--- config.mk ---
export PLATFORM = sky130hd
export DESIGN_NAME = sfx_stat_irq
export DESIGN_NICKNAME = d
export VERILOG_FILES = /design/src/rtl/sfx_pkg.sv /design/src/rtl/sfx_fifo.sv /design/src/rtl/sfx_cfg.sv /design/src/rtl/sfx_irq.sv /design/src/rtl/sfx_stat_irq.sv
export SDC_FILE = /design/constraint.sdc
export NUM_CORES = 1
export LEC_CHECK = 0
export BUFFER_PORTS_ARGS = -buffer_cell sky130_fd_sc_hd__clkbuf_2
export CAP_MARGIN = 20
export CORE_MARGIN = 4
export CORE_UTILIZATION = 60
export CTS_BUF_LIST = sky130_fd_sc_hd__clkbuf_4
export CTS_CLUSTER_DIAMETER = 50
export CTS_CLUSTER_SIZE = 14
export DETAILED_ROUTE_END_ITERATION = 10
export HOLD_SLACK_MARGIN = 0.02
export PLACE_DENSITY = 0.79
export SYNTH_ARGS = -nofsm -noshare
export SYNTH_HDL_FRONTEND = slang
export SYNTH_SLANG_ARGS = --single-unit
--- constraint.sdc ---
create_clock -name clk -period 4.27 [get_ports clk]
set_clock_uncertainty 0.05 [all_clocks]
set_input_delay 0 -clock clk [delete_from_list [all_inputs] [get_ports clk]]
set_output_delay 0 -clock clk [all_outputs]
set_load 0.03 [all_outputs]
--- src/rtl/sfx_pkg.sv ---
package sfx_pkg;

    typedef enum logic [2:0] {
        SEL_TX_THR  = 3'd0,
        SEL_RX_THR  = 3'd1,
        SEL_MASK    = 3'd2,
        SEL_CLEAR   = 3'd3,
        SEL_DMA_EN  = 3'd4,
        SEL_TX_DLVL = 3'd5,
        SEL_RX_DLVL = 3'd6,
        SEL_NONE    = 3'd7
    } cfg_sel_e;

    typedef struct packed {
        logic rx_full;
        logic rx_empty;
        logic tx_empty;
        logic tx_full;
        logic busy;
    } stat_t;

    typedef struct packed {
        logic rx_above;
        logic rx_ovf;
        logic rx_udf;
        logic tx_ovf;
        logic tx_low;
    } irq_t;

    localparam int IRQ_N = 5;

    // Decode a clear command into {rx_ovf, rx_udf, tx_ovf} clear strobes
    function automatic logic [2:0] clr_decode(input logic [3:0] c);
        logic [2:0] m;
        m[0] = c[0] | c[3];
        m[1] = c[0] | c[1];
        m[2] = c[0] | c[2];
        return m;
    endfunction

endpackage

--- src/rtl/sfx_fifo.sv ---
module sfx_fifo #(
    parameter int DEPTH = 16,
    parameter int W     = 16,
    localparam int LVL_W = $clog2(DEPTH + 1)
) (
    input  logic             clk,
    input  logic             rst,
    input  logic             flush,
    input  logic             push,
    input  logic [W-1:0]     wdata,
    input  logic             pop,
    output logic [W-1:0]     head,
    output logic [LVL_W-1:0] level,
    output logic             full,
    output logic             empty
);
    localparam int PTR_W = (DEPTH > 1) ? $clog2(DEPTH) : 1;
    localparam logic [PTR_W-1:0] LAST = PTR_W'(DEPTH - 1);

    logic [W-1:0]     mem [DEPTH];
    logic [PTR_W-1:0] wr_ptr, rd_ptr;
    logic [LVL_W-1:0] cnt;
    logic             push_ok, pop_ok;

    function automatic logic [PTR_W-1:0] bump(input logic [PTR_W-1:0] p);
        return (p == LAST) ? '0 : p + PTR_W'(1);
    endfunction

    assign full    = (cnt == LVL_W'(DEPTH));
    assign empty   = (cnt == '0);
    assign push_ok = push & ~full & ~flush;
    assign pop_ok  = pop & ~empty & ~flush;
    assign level   = cnt;
    assign head    = empty ? '0 : mem[rd_ptr];

    always_ff @(posedge clk) begin
        if (rst || flush) begin
            wr_ptr <= '0;
            rd_ptr <= '0;
            cnt    <= '0;
        end else begin
            if (push_ok) wr_ptr <= bump(wr_ptr);
            if (pop_ok)  rd_ptr <= bump(rd_ptr);
            case ({push_ok, pop_ok})
                2'b10:   cnt <= cnt + LVL_W'(1);
                2'b01:   cnt <= cnt - LVL_W'(1);
                default: cnt <= cnt;
            endcase
        end
    end

    always_ff @(posedge clk) begin
        if (push_ok) mem[wr_ptr] <= wdata;
    end

endmodule

--- src/rtl/sfx_cfg.sv ---
module sfx_cfg
    import sfx_pkg::*;
#(
    parameter int DEPTH = 16,
    parameter int CFG_W = 8
) (
    input  logic             clk,
    input  logic             rst,
    input  logic             we,
    input  logic [2:0]       sel,
    input  logic [CFG_W-1:0] wdata,
    output logic [CFG_W-1:0] tx_thr,
    output logic [CFG_W-1:0] rx_thr,
    output logic [CFG_W-1:0] tx_dlvl,
    output logic [CFG_W-1:0] rx_dlvl,
    output logic [IRQ_N-1:0] mask,
    output logic [1:0]       dma_en,
    output logic             clr_we,
    output logic [3:0]       clr_cmd
);
    localparam logic [CFG_W-1:0] MAXV = CFG_W'(DEPTH - 1);

    cfg_sel_e         sel_e;
    logic [CFG_W-1:0] clamped;

    assign sel_e   = cfg_sel_e'(sel);
    assign clamped = (wdata > MAXV) ? MAXV : wdata;
    assign clr_we  = we && (sel_e == SEL_CLEAR);
    assign clr_cmd = wdata[3:0];

    always_ff @(posedge clk) begin
        if (rst) begin
            tx_thr  <= '0;
            rx_thr  <= '0;
            tx_dlvl <= '0;
            rx_dlvl <= '0;
            mask    <= '0;
            dma_en  <= '0;
        end else if (we) begin
            case (sel_e)
                SEL_TX_THR:  tx_thr  <= clamped;
                SEL_RX_THR:  rx_thr  <= clamped;
                SEL_TX_DLVL: tx_dlvl <= clamped;
                SEL_RX_DLVL: rx_dlvl <= clamped;
                SEL_MASK:    mask    <= wdata[IRQ_N-1:0];
                SEL_DMA_EN:  dma_en  <= wdata[1:0];
                default:     ;
            endcase
        end
    end

endmodule

--- src/rtl/sfx_irq.sv ---
module sfx_irq
    import sfx_pkg::*;
#(
    parameter int LVL_W = 5,
    parameter int CFG_W = 8
) (
    input  logic             clk,
    input  logic             rst,
    input  logic             busy,
    input  logic [LVL_W-1:0] tx_lvl,
    input  logic [LVL_W-1:0] rx_lvl,
    input  logic             tx_full,
    input  logic             tx_empty,
    input  logic             rx_full,
    input  logic             rx_empty,
    input  logic             tx_ovf_evt,
    input  logic             rx_udf_evt,
    input  logic             rx_ovf_evt,
    input  logic             clr_we,
    input  logic [3:0]       clr_cmd,
    input  logic [IRQ_N-1:0] mask,
    input  logic [1:0]       dma_en,
    input  logic [CFG_W-1:0] tx_thr,
    input  logic [CFG_W-1:0] rx_thr,
    input  logic [CFG_W-1:0] tx_dlvl,
    input  logic [CFG_W-1:0] rx_dlvl,
    output stat_t            stat,
    output irq_t             raw,
    output logic [IRQ_N-1:0] masked,
    output logic             irq,
    output logic             tx_dma_req,
    output logic             rx_dma_req
);
    logic [CFG_W-1:0] tx_x, rx_x;
    logic [2:0]       cm;
    logic             s_txo, s_rxu, s_rxo;

    assign tx_x = CFG_W'(tx_lvl);
    assign rx_x = CFG_W'(rx_lvl);
    assign cm   = clr_we ? clr_decode(clr_cmd) : 3'b000;

    always_ff @(posedge clk) begin
        if (rst) begin
            s_txo <= 1'b0;
            s_rxu <= 1'b0;
            s_rxo <= 1'b0;
        end else begin
            s_txo <= (s_txo & ~cm[0]) | tx_ovf_evt;
            s_rxu <= (s_rxu & ~cm[1]) | rx_udf_evt;
            s_rxo <= (s_rxo & ~cm[2]) | rx_ovf_evt;
        end
    end

    always_comb begin
        stat.busy     = busy;
        stat.tx_full  = tx_full;
        stat.tx_empty = tx_empty;
        stat.rx_empty = rx_empty;
        stat.rx_full  = rx_full;
    end

    always_comb begin
        raw.tx_low   = (tx_x <= tx_thr);
        raw.tx_ovf   = s_txo;
        raw.rx_udf   = s_rxu;
        raw.rx_ovf   = s_rxo;
        raw.rx_above = (rx_x > rx_thr);
    end

    assign masked     = raw & mask;
    assign irq        = |masked;
    assign tx_dma_req = dma_en[1] && (tx_x <= tx_dlvl);
    assign rx_dma_req = dma_en[0] && (rx_x > rx_dlvl);

endmodule

--- src/rtl/sfx_stat_irq.sv ---
module sfx_stat_irq
    import sfx_pkg::*;
#(
    parameter int DEPTH = 16,
    parameter int W     = 16,
    parameter int CFG_W = 8,
    localparam int LVL_W = $clog2(DEPTH + 1)
) (
    input  logic             clk,
    input  logic             rst,
    input  logic             ctl_en,
    input  logic             busy_in,
    input  logic             tx_push,
    input  logic [W-1:0]     tx_wdata,
    input  logic             rx_pop,
    output logic [W-1:0]     rx_rdata,
    input  logic             eng_tx_pop,
    output logic [W-1:0]     eng_tx_data,
    input  logic             eng_rx_push,
    input  logic [W-1:0]     eng_rx_data,
    input  logic             cfg_we,
    input  logic [2:0]       cfg_sel,
    input  logic [CFG_W-1:0] cfg_wdata,
    output logic [CFG_W-1:0] tx_thr,
    output logic [CFG_W-1:0] rx_thr,
    output logic [CFG_W-1:0] tx_dma_lvl,
    output logic [CFG_W-1:0] rx_dma_lvl,
    output logic [4:0]       irq_mask,
    output logic [LVL_W-1:0] tx_lvl,
    output logic [LVL_W-1:0] rx_lvl,
    output logic [4:0]       status,
    output logic [4:0]       irq_raw,
    output logic [4:0]       irq_masked,
    output logic             irq,
    output logic             tx_dma_req,
    output logic             rx_dma_req
);
    logic       flush;
    logic       tx_full, tx_empty, rx_full, rx_empty;
    logic       tx_push_g, rx_pop_g, eng_pop_g, eng_push_g;
    logic       clr_we;
    logic [3:0] clr_cmd;
    logic [1:0] dma_en;
    stat_t      stat;
    irq_t       raw;

    assign flush      = ~ctl_en;
    assign tx_push_g  = tx_push & ctl_en;
    assign rx_pop_g   = rx_pop & ctl_en;
    assign eng_pop_g  = eng_tx_pop & ctl_en;
    assign eng_push_g = eng_rx_push & ctl_en;

    sfx_fifo #(.DEPTH(DEPTH), .W(W)) u_txq (
        .clk(clk), .rst(rst), .flush(flush),
        .push(tx_push_g), .wdata(tx_wdata), .pop(eng_pop_g),
        .head(eng_tx_data), .level(tx_lvl), .full(tx_full), .empty(tx_empty)
    );

    sfx_fifo #(.DEPTH(DEPTH), .W(W)) u_rxq (
        .clk(clk), .rst(rst), .flush(flush),
        .push(eng_push_g), .wdata(eng_rx_data), .pop(rx_pop_g),
        .head(rx_rdata), .level(rx_lvl), .full(rx_full), .empty(rx_empty)
    );

    sfx_cfg #(.DEPTH(DEPTH), .CFG_W(CFG_W)) u_cfg (
        .clk(clk), .rst(rst), .we(cfg_we), .sel(cfg_sel), .wdata(cfg_wdata),
        .tx_thr(tx_thr), .rx_thr(rx_thr), .tx_dlvl(tx_dma_lvl), .rx_dlvl(rx_dma_lvl),
        .mask(irq_mask), .dma_en(dma_en), .clr_we(clr_we), .clr_cmd(clr_cmd)
    );

    sfx_irq #(.LVL_W(LVL_W), .CFG_W(CFG_W)) u_irq (
        .clk(clk), .rst(rst), .busy(busy_in),
        .tx_lvl(tx_lvl), .rx_lvl(rx_lvl),
        .tx_full(tx_full), .tx_empty(tx_empty), .rx_full(rx_full), .rx_empty(rx_empty),
        .tx_ovf_evt(tx_push_g & tx_full),
        .rx_udf_evt(rx_pop_g & rx_empty),
        .rx_ovf_evt(eng_push_g & rx_full),
        .clr_we(clr_we), .clr_cmd(clr_cmd), .mask(irq_mask), .dma_en(dma_en),
        .tx_thr(tx_thr), .rx_thr(rx_thr), .tx_dlvl(tx_dma_lvl), .rx_dlvl(rx_dma_lvl),
        .stat(stat), .raw(raw), .masked(irq_masked), .irq(irq),
        .tx_dma_req(tx_dma_req), .rx_dma_req(rx_dma_req)
    );

    assign status  = stat;
    assign irq_raw = raw;

endmodule

==> metrics.md, run 1 <==
| Metric | Value |
|---|---|
| Status | finished, final reports clean |
| Starting DRC count in detailed routing | 1190 |
| Avg Cell Area, Syn | 18.41 um2 |
| HPWL after detailed placement | 29.94 mm |
| Worst-path clk slew | 0.14 ns |
| CP max stage delay | 0.99 ns |
| #FFs+latches synth | 588 |
| Simple logic cell fraction of the synthesized area | 4.915% |
| FMAX | 0.2892 GHz |
| Die W | 206.6 um |
| Syn Nets | 1376 |
| Max Cap Viol | 0 |
| Initial Utilization | 60.98% |
| Worst skew pair latency | 0.84 ns |
| Most frequent cells after synthesis | 512 x edfxtp_1, 128 x mux4_2, 84 x nor2_1 |
| Setup Buffers After CTS | 0 |
| Crit path launch type | flop |
| R2R depth | 11 |
| Tcrit/Tclk final | 80.99% |
| Nets | 1642 |
| Number of core rows | 72 |
| Fraction of registers with async set/reset | 0% |
| CP top delay family | flip-flops |
| Setup CP Type | flop to output port |
| First-pass GRT wire length | 77.85 mm |
| Min cycle time layout | 3.458 ns |
| CTS tree | yes |
| GRT Total Usage | 24.35% |
| Post-synthesis mux area share | 14.04% |
| Initial antenna violation count | 3 |
| Crit Path Max Fanout | 53 |
| Post-synthesis compound-gate area fraction | 4.619% |
| DRT Pass-1 Iters | 5 |
| VDD IR max | 247.9 uV |
| YS warnings | 0 |
| Prevailing post-synth register cell | edfxtp_1 |
| Residual DRC count | 0 |
| Post-synth cell types | 53 |
| Hold path depth | 2 |
| Hold endpoint | u_txq.mem[3][10] |
| Die Y | 206.6 um |
| Critical path's slowest cell | dfxtp_4 |
| Endpoints failing setup | 0 |
| Crit path DAT | 3.41 ns |
| CTS HTree Levels | 2 |
| DR WL/cell | 24.32 um |
| Critical path required time | 4.22 ns |
| R2r startpoint | u_rxq.level[1] |
| Synth area leaders | edfxtp_1 65%, mux4_2 12%, dfxtp_1 6.4% |
| Num CTS Buffers | 52 |
| Vias | 12950 |
| Post-synthesis adder-cell area fraction | 2.008% |
| Hold crit path type | input pin to flop |
| Clock Sinks | 588 |
| Post-Synth XOR/XNOR Area | 0.5179% |
| Least-Margin Pin Slew | 1.157 ns |
| Vias in the first global route | 13130 |
| CTS Buffer Depth | 3 |
| Largest family of logic cells by synthesized area | multiplexers |
| Total Wirelength | 51.11 mm |
| Power density cells | 345.9 nW/um2 |
| Largest net degree at the start of global routing | 65 |
| I/O Buffers | 146 |
| Register area share after synthesis | 71.37% |
| Min-Delay Startpoint | tx_wdata[10] |
| Post-DRT Antenna Nets | 0 |
| GPL Wtd Cong | 0.8968 |
| Total Power Consumption | 9.238 mW |
| Synth-to-Final Area Change | 12.79% |
| CTS root buf | clkbuf_4 |
| R2R Setup Slk | 0.89 ns |
| Most frequent cell after synthesis | edfxtp_1 |
| Core Box Area | 38830 um2 |
| Max-slew headroom at the worst pin | 22.80% |
| Layout cells sized above 1 | 28.27% |
| Post-synth top area share | 64.94% |
| Yosys top cell by area | edfxtp_1 |
| Synth Cell Area | 23680 um2 |
| Die area | 42700 um2 |
| Worst setup EP type | output port |
| RSZ-0062 raised after global routing | false |
| Buf+Inv Stages, Crit Path | 2 |
| GRT overflow | 0 |
| Worst R2R End | u_rxq.level[4] |
| Most used cell, CP | a211oi_1 |
| Static leakage | 8.738 nW |
| Final Hold Violating Endpoints | 0 |
| Num ports | 149 |
| Vias/cell | 6.160 |
| Synthesized netlist cell count | 1286 |
| Max-slew violations | 0 |
| Setup TNS | 0 ns |
| CP Cell Sequence | buf_4 -> mux4_2 -> a211oi_1 -> a211oi_1 -> clkbuf_2 |
| Post-synth EDFFs | 512 |
-- cell type report --
cell class | count | area (um2)
tap | 518 | 648.1
timing repair buffer | 287 | 2142
clock buffer | 67 | 503.0
inverter | 30 | 112.6
fill | 2438 | 12120
multi-input combinational | 593 | 6251
antenna | 3 | 7.507
clock inverter | 16 | 126.4
sequential | 588 | 16910
-- state kept, by name, indices dropped and copies added (netlist names), 5 cells and up, named ones only --
signal         flops
u_cfg.mask         5
u_cfg.tx_thr       8
u_rxq.mem        256
u_cfg.rx_dlvl      8
u_cfg.tx_dlvl      8
u_cfg.rx_thr       8
u_txq.level        5
u_txq.mem        256
u_rxq.level        5
-- cell usage in the layout, fill, tap and decap left out, types with 4 or more instances in the layout --
master | synthesis | final
a211oi_1 | 72 | 72
nor2_1 | 84 | 72
a21oi_1 | 27 | 27
dfxtp_1 | 76 | 70
nand2_1 | 23 | 23
buf_8 | 0 | 9
a211oi_2 | 12 | 12
xnor2_1 | 6 | 6
nand2b_1 | 8 | 8
clkbuf_2 | 0 | 146
mux2i_1 | 44 | 44
edfxtp_1 | 512 | 512
dlygate4sd3_1 | 0 | 95
dfxtp_4 | 0 | 4
xor2_1 | 8 | 8
clkbuf_4 | 0 | 67
nor3_1 | 14 | 6
nor4bb_1 | 4 | 4
clkinv_2 | 0 | 4
nor2b_1 | 37 | 36
a31oi_1 | 6 | 6
o21ai_0 | 10 | 10
a211o_1 | 4 | 4
buf_4 | 30 | 33
and2_1 | 18 | 18
ha_1 | 38 | 38
mux4_2 | 128 | 128
nand3_1 | 10 | 10
nor2_2 | 0 | 12
nor3_2 | 2 | 10
inv_1 | 30 | 30
-- cell families (layout without fill, tap and decap cells) --
logic type	after synthesis	count (layout)
xor+xnor	14	14
flops	588	588
buf+inv	105	400
fa+ha+maj	38	38
mux	172	172
other cells	0	3
simple gates	220	220
compound gates	149	149
-- report_power, final --
group / internal, mW / switching, mW / total (mW)
clock network: 0.813 / 1.74 / 2.55
logic: 0.158 / 0.254 / 0.412
registers: 6.26 / 0.0195 / 6.28
total: 7.23 / 2.01 / 9.24
-- metrics by stage --
step	hold slack, ns	utilization [%]	cells	area [um2]	setup WS, ns
6_report	0.09379	68.78	2102	26700	0.8117
5_1_grt	0.02607	68.78	2102	26700	0.5061
4_1_cts	0.02105	68.44	2092	26570	0.6489
3_5_place_dp	-0.04980	64.37	1914	24990	0.8893
3_3_place_gp	-0.04980	64.14	1908	24900	1.059
2_1_floorplan	0.04887	-	1286	23680	1.284
-- worst max-delay path by stage --
stage,start,to,slack (ns),cells after the start
floorplan,u_rxq.level[1],u_rxq.level[4],1.28,13
global placement,u_rxq.level[1],u_rxq.level[4],1.06,11
detailed placement,u_rxq.level[1],u_rxq.level[4],0.89,11
CTS,flop,eng_tx_data[5],0.65,5
global route,flop,eng_tx_data[5],0.51,5
finish,flop,eng_tx_data[5],0.81,5
-- layer usage --
layer  GRT usage [%]  up-vias  part of all wire [%]
li1                -     5657                     -
met1           34.68     6626                    40
met2           39.62      570                    50
met3           4.796       94                   7.7
met4           6.274        2                   2.3
met5               0        -                 0.025
-- worst reg2reg max path: cells and delay by family, from the launching register on --
family,cells,cell delay (ns)
xor gates and xnor gates,2,0.31
and+or+nand+nor,2,0.17
adders and majority gates,2,0.55
buffers and inverters,1,0.16
DFF,1,0.62
AOI/OAI and AO/OA,4,1.40
-- what timing repair did --
item / CTS / global route
setup endpoints to repair: 0 / 0
hold buffers: 95 / 0
resized for setup: 0 / 0
hold endpoints to repair: 609 / 0
(Power assumes the default switching activity.)
==> run 2: changes to the inputs <==
- CORE_UTILIZATION: 60 -> 57
- clock period: 4.27 -> 3.12 ns (I/O delays scaled with it)
==> metrics.md, run 2 (synthesized netlist as in run 1, its figures left out) <==
| Metric | Value |
|---|---|
| Status | finished, final reports clean |
| Die area | 44860 um2 |
| Fillers | 2632 |
| Commonest non-fill, non-tap cell in the layout | edfxtp_1 |
| Max Cap Viol | 0 |
| Worst setup EP type | output port |
| Clock Sinks | 588 |
| Num ports | 149 |
| Final Hold Violating Endpoints | 0 |
| Top Registers | u_rxq.mem x256, u_txq.mem x256 |
| Buf+Inv Stages, Crit Path | 2 |
| Vias in the first global route | 13750 |
| CP top delay family | simple AND/OR/NAND/NOR gates |
| Max-slew violations | 0 |
| VDD IR max | 283.4 uV |
| Post-DRT Antenna Nets | 0 |
| Critical path's slowest cell | a311o_1 |
| Util after Layout | 67.21% |
| CP max stage delay | 0.40 ns |
| GRT Total Usage | 23.51% |
| DR WL/cell | 24.16 um |
| Number of core rows | 74 |
| GPL Wtd Cong | 0.8460 |
| Max-slew headroom at the worst pin | 34.83% |
| Nets | 1720 |
| First-pass GRT wire length | 80.21 mm |
| Hold crit path type | input pin to flop |
| Initial antenna violation count | 3 |
| Die W | 211.8 um |
| CTS tree | yes |
| Min cycle time layout | 3.024 ns |
| Critical path required time | 3.07 ns |
| M3 GR Usage | 4.268% |
| Num CTS Buffers | 51 |
| Post-Layout Cell Count | 2195 |
| Endpoints failing setup | 0 |
| GRT overflow | 0 |
| Crit path launch type | flop |
| Placed insts | 1966 |
| Worst skew pair latency | 0.84 ns |
| Vias/cell | 6.136 |
| Initial Utilization | 57.85% |
| Met1 global-route usage | 32.73% |
| CP Cell Sequence | buf_4 -> ha_4 -> nor2b_2 -> o21ai_1 -> a311o_1 -> nor4b_4 -> or4_4 -> buf_8 |
| Vias | 13470 |
| Busiest grt layer | met2 |
| Total Wirelength | 53.03 mm |
| Largest net degree at the start of global routing | 35 |
| Most frequent cells in the layout | 512 x edfxtp_1, 143 x clkbuf_2, 128 x mux4_2, 105 x dlygate4sd3_1, 98 x buf_4 |
| Crit path DAT | 2.97 ns |
| FMAX | 0.3307 GHz |
| Power density cells | 461.1 nW/um2 |
| DRT Pass-1 Iters | 5 |
| Die Y | 211.8 um |
| Starting DRC count in detailed routing | 1309 |
| Setup CP Type | flop to output port |
| Synth-to-Final Area Change | 16.18% |
| Tcrit/Tclk final | 96.91% |
| Met2 GRT Util | 38.71% |
| HPWL after detailed placement | 31.39 mm |
| Core Box Area | 40920 um2 |
| CTS HTree Levels | 2 |
| Static leakage | 9.188 nW |
| CTS root buf | clkbuf_4 |
| Least-Margin Pin Slew | 0.9762 ns |
| Residual DRC count | 0 |
| Worst-path clk slew | 0.14 ns |
| Crit Path Max Fanout | 10 |
| CTS Buffer Depth | 3 |
| I/O Buffers | 146 |
| Layout cells sized above 1 | 31.80% |
==> run 2: final timing paths <==
| check | from | depth (start not counted) | to | slack (ns) |
|---|---|---|---|---|
| max | u_rxq.level[1] | 8 | irq | 0.1 |
| max reg2reg | u_rxq.level[0] | 12 | u_rxq.level[4] | 0.1 |
| min | eng_tx_pop | 5 | flop | 0.08 |
| min reg2reg | u_cfg.rx_dlvl[4] | 2 | u_cfg.rx_dlvl[4] | 0.44 |
==> run 2: cell type report <==
class,instances,area [um2],area share (%)
diodes,6,15.01,0.05459
clock buffers,66,495.5,1.801
clock inverters,14,137.6,0.5004
inverters,30,112.6,0.4094
multi-input cells,593,6319,22.97
flip-flops and latches,588,16930,61.54
well taps,532,665.6,2.420
repair buffers,366,2835,10.31
==> run 2: per-layer routing <==
metal	wire length [um]	up-vias
li1	-	5834
met3	3932	114
met5	0	-
met1	21000	6872
met4	1472	0
met2	26630	649
==> run 2: power breakdown <==
group / switching [mW] / total, mW / internal (mW)
Clock: 2.33 / 3.50 / 1.17
Sequential: 0.0210 / 8.58 / 8.56
Combinational: 0.362 / 0.602 / 0.240
==> run 2: what timing repair did <==
item,4_1_cts,5_1_grt
setup buffers,7,29
gates cloned,0,1
endpoints found under the hold margin,683,0
resized for setup,6,25
setup endpoints to repair,23,11
hold buffers,105,0
pin swaps,2,4
==> run 2: through the flow <==
step                total power, mW  instance area, um2  setup TNS [ns]  hold WS (ns)  worst slack (ns)
finish                        12.68               27510               0       0.07527           0.09641
global route                  13.16               27500        -0.06440       0.01776          -0.03968
CTS                           12.74               27130               0       0.02320           0.01317
detailed placement            9.233               25330               0      -0.04978            0.1102
global placement              9.213               25250               0      -0.04978            0.2494
floorplan                     9.026               23680               0       0.04887            0.1343
==> run 2: worst reg2reg max path, stage by stage (launching register included) <==
cell and delay [ns]:
dfxtp_2 0.36, nor4_4 0.35, nor2b_2 0.22, nand3b_4 0.17, inv_1 0.07, ha_1 0.27
xor2_1 0.18, ha_1 0.23, a211o_1 0.27, a211o_1 0.29, a31oi_1 0.20, xnor2_1 0.15
nor2_1 0.06
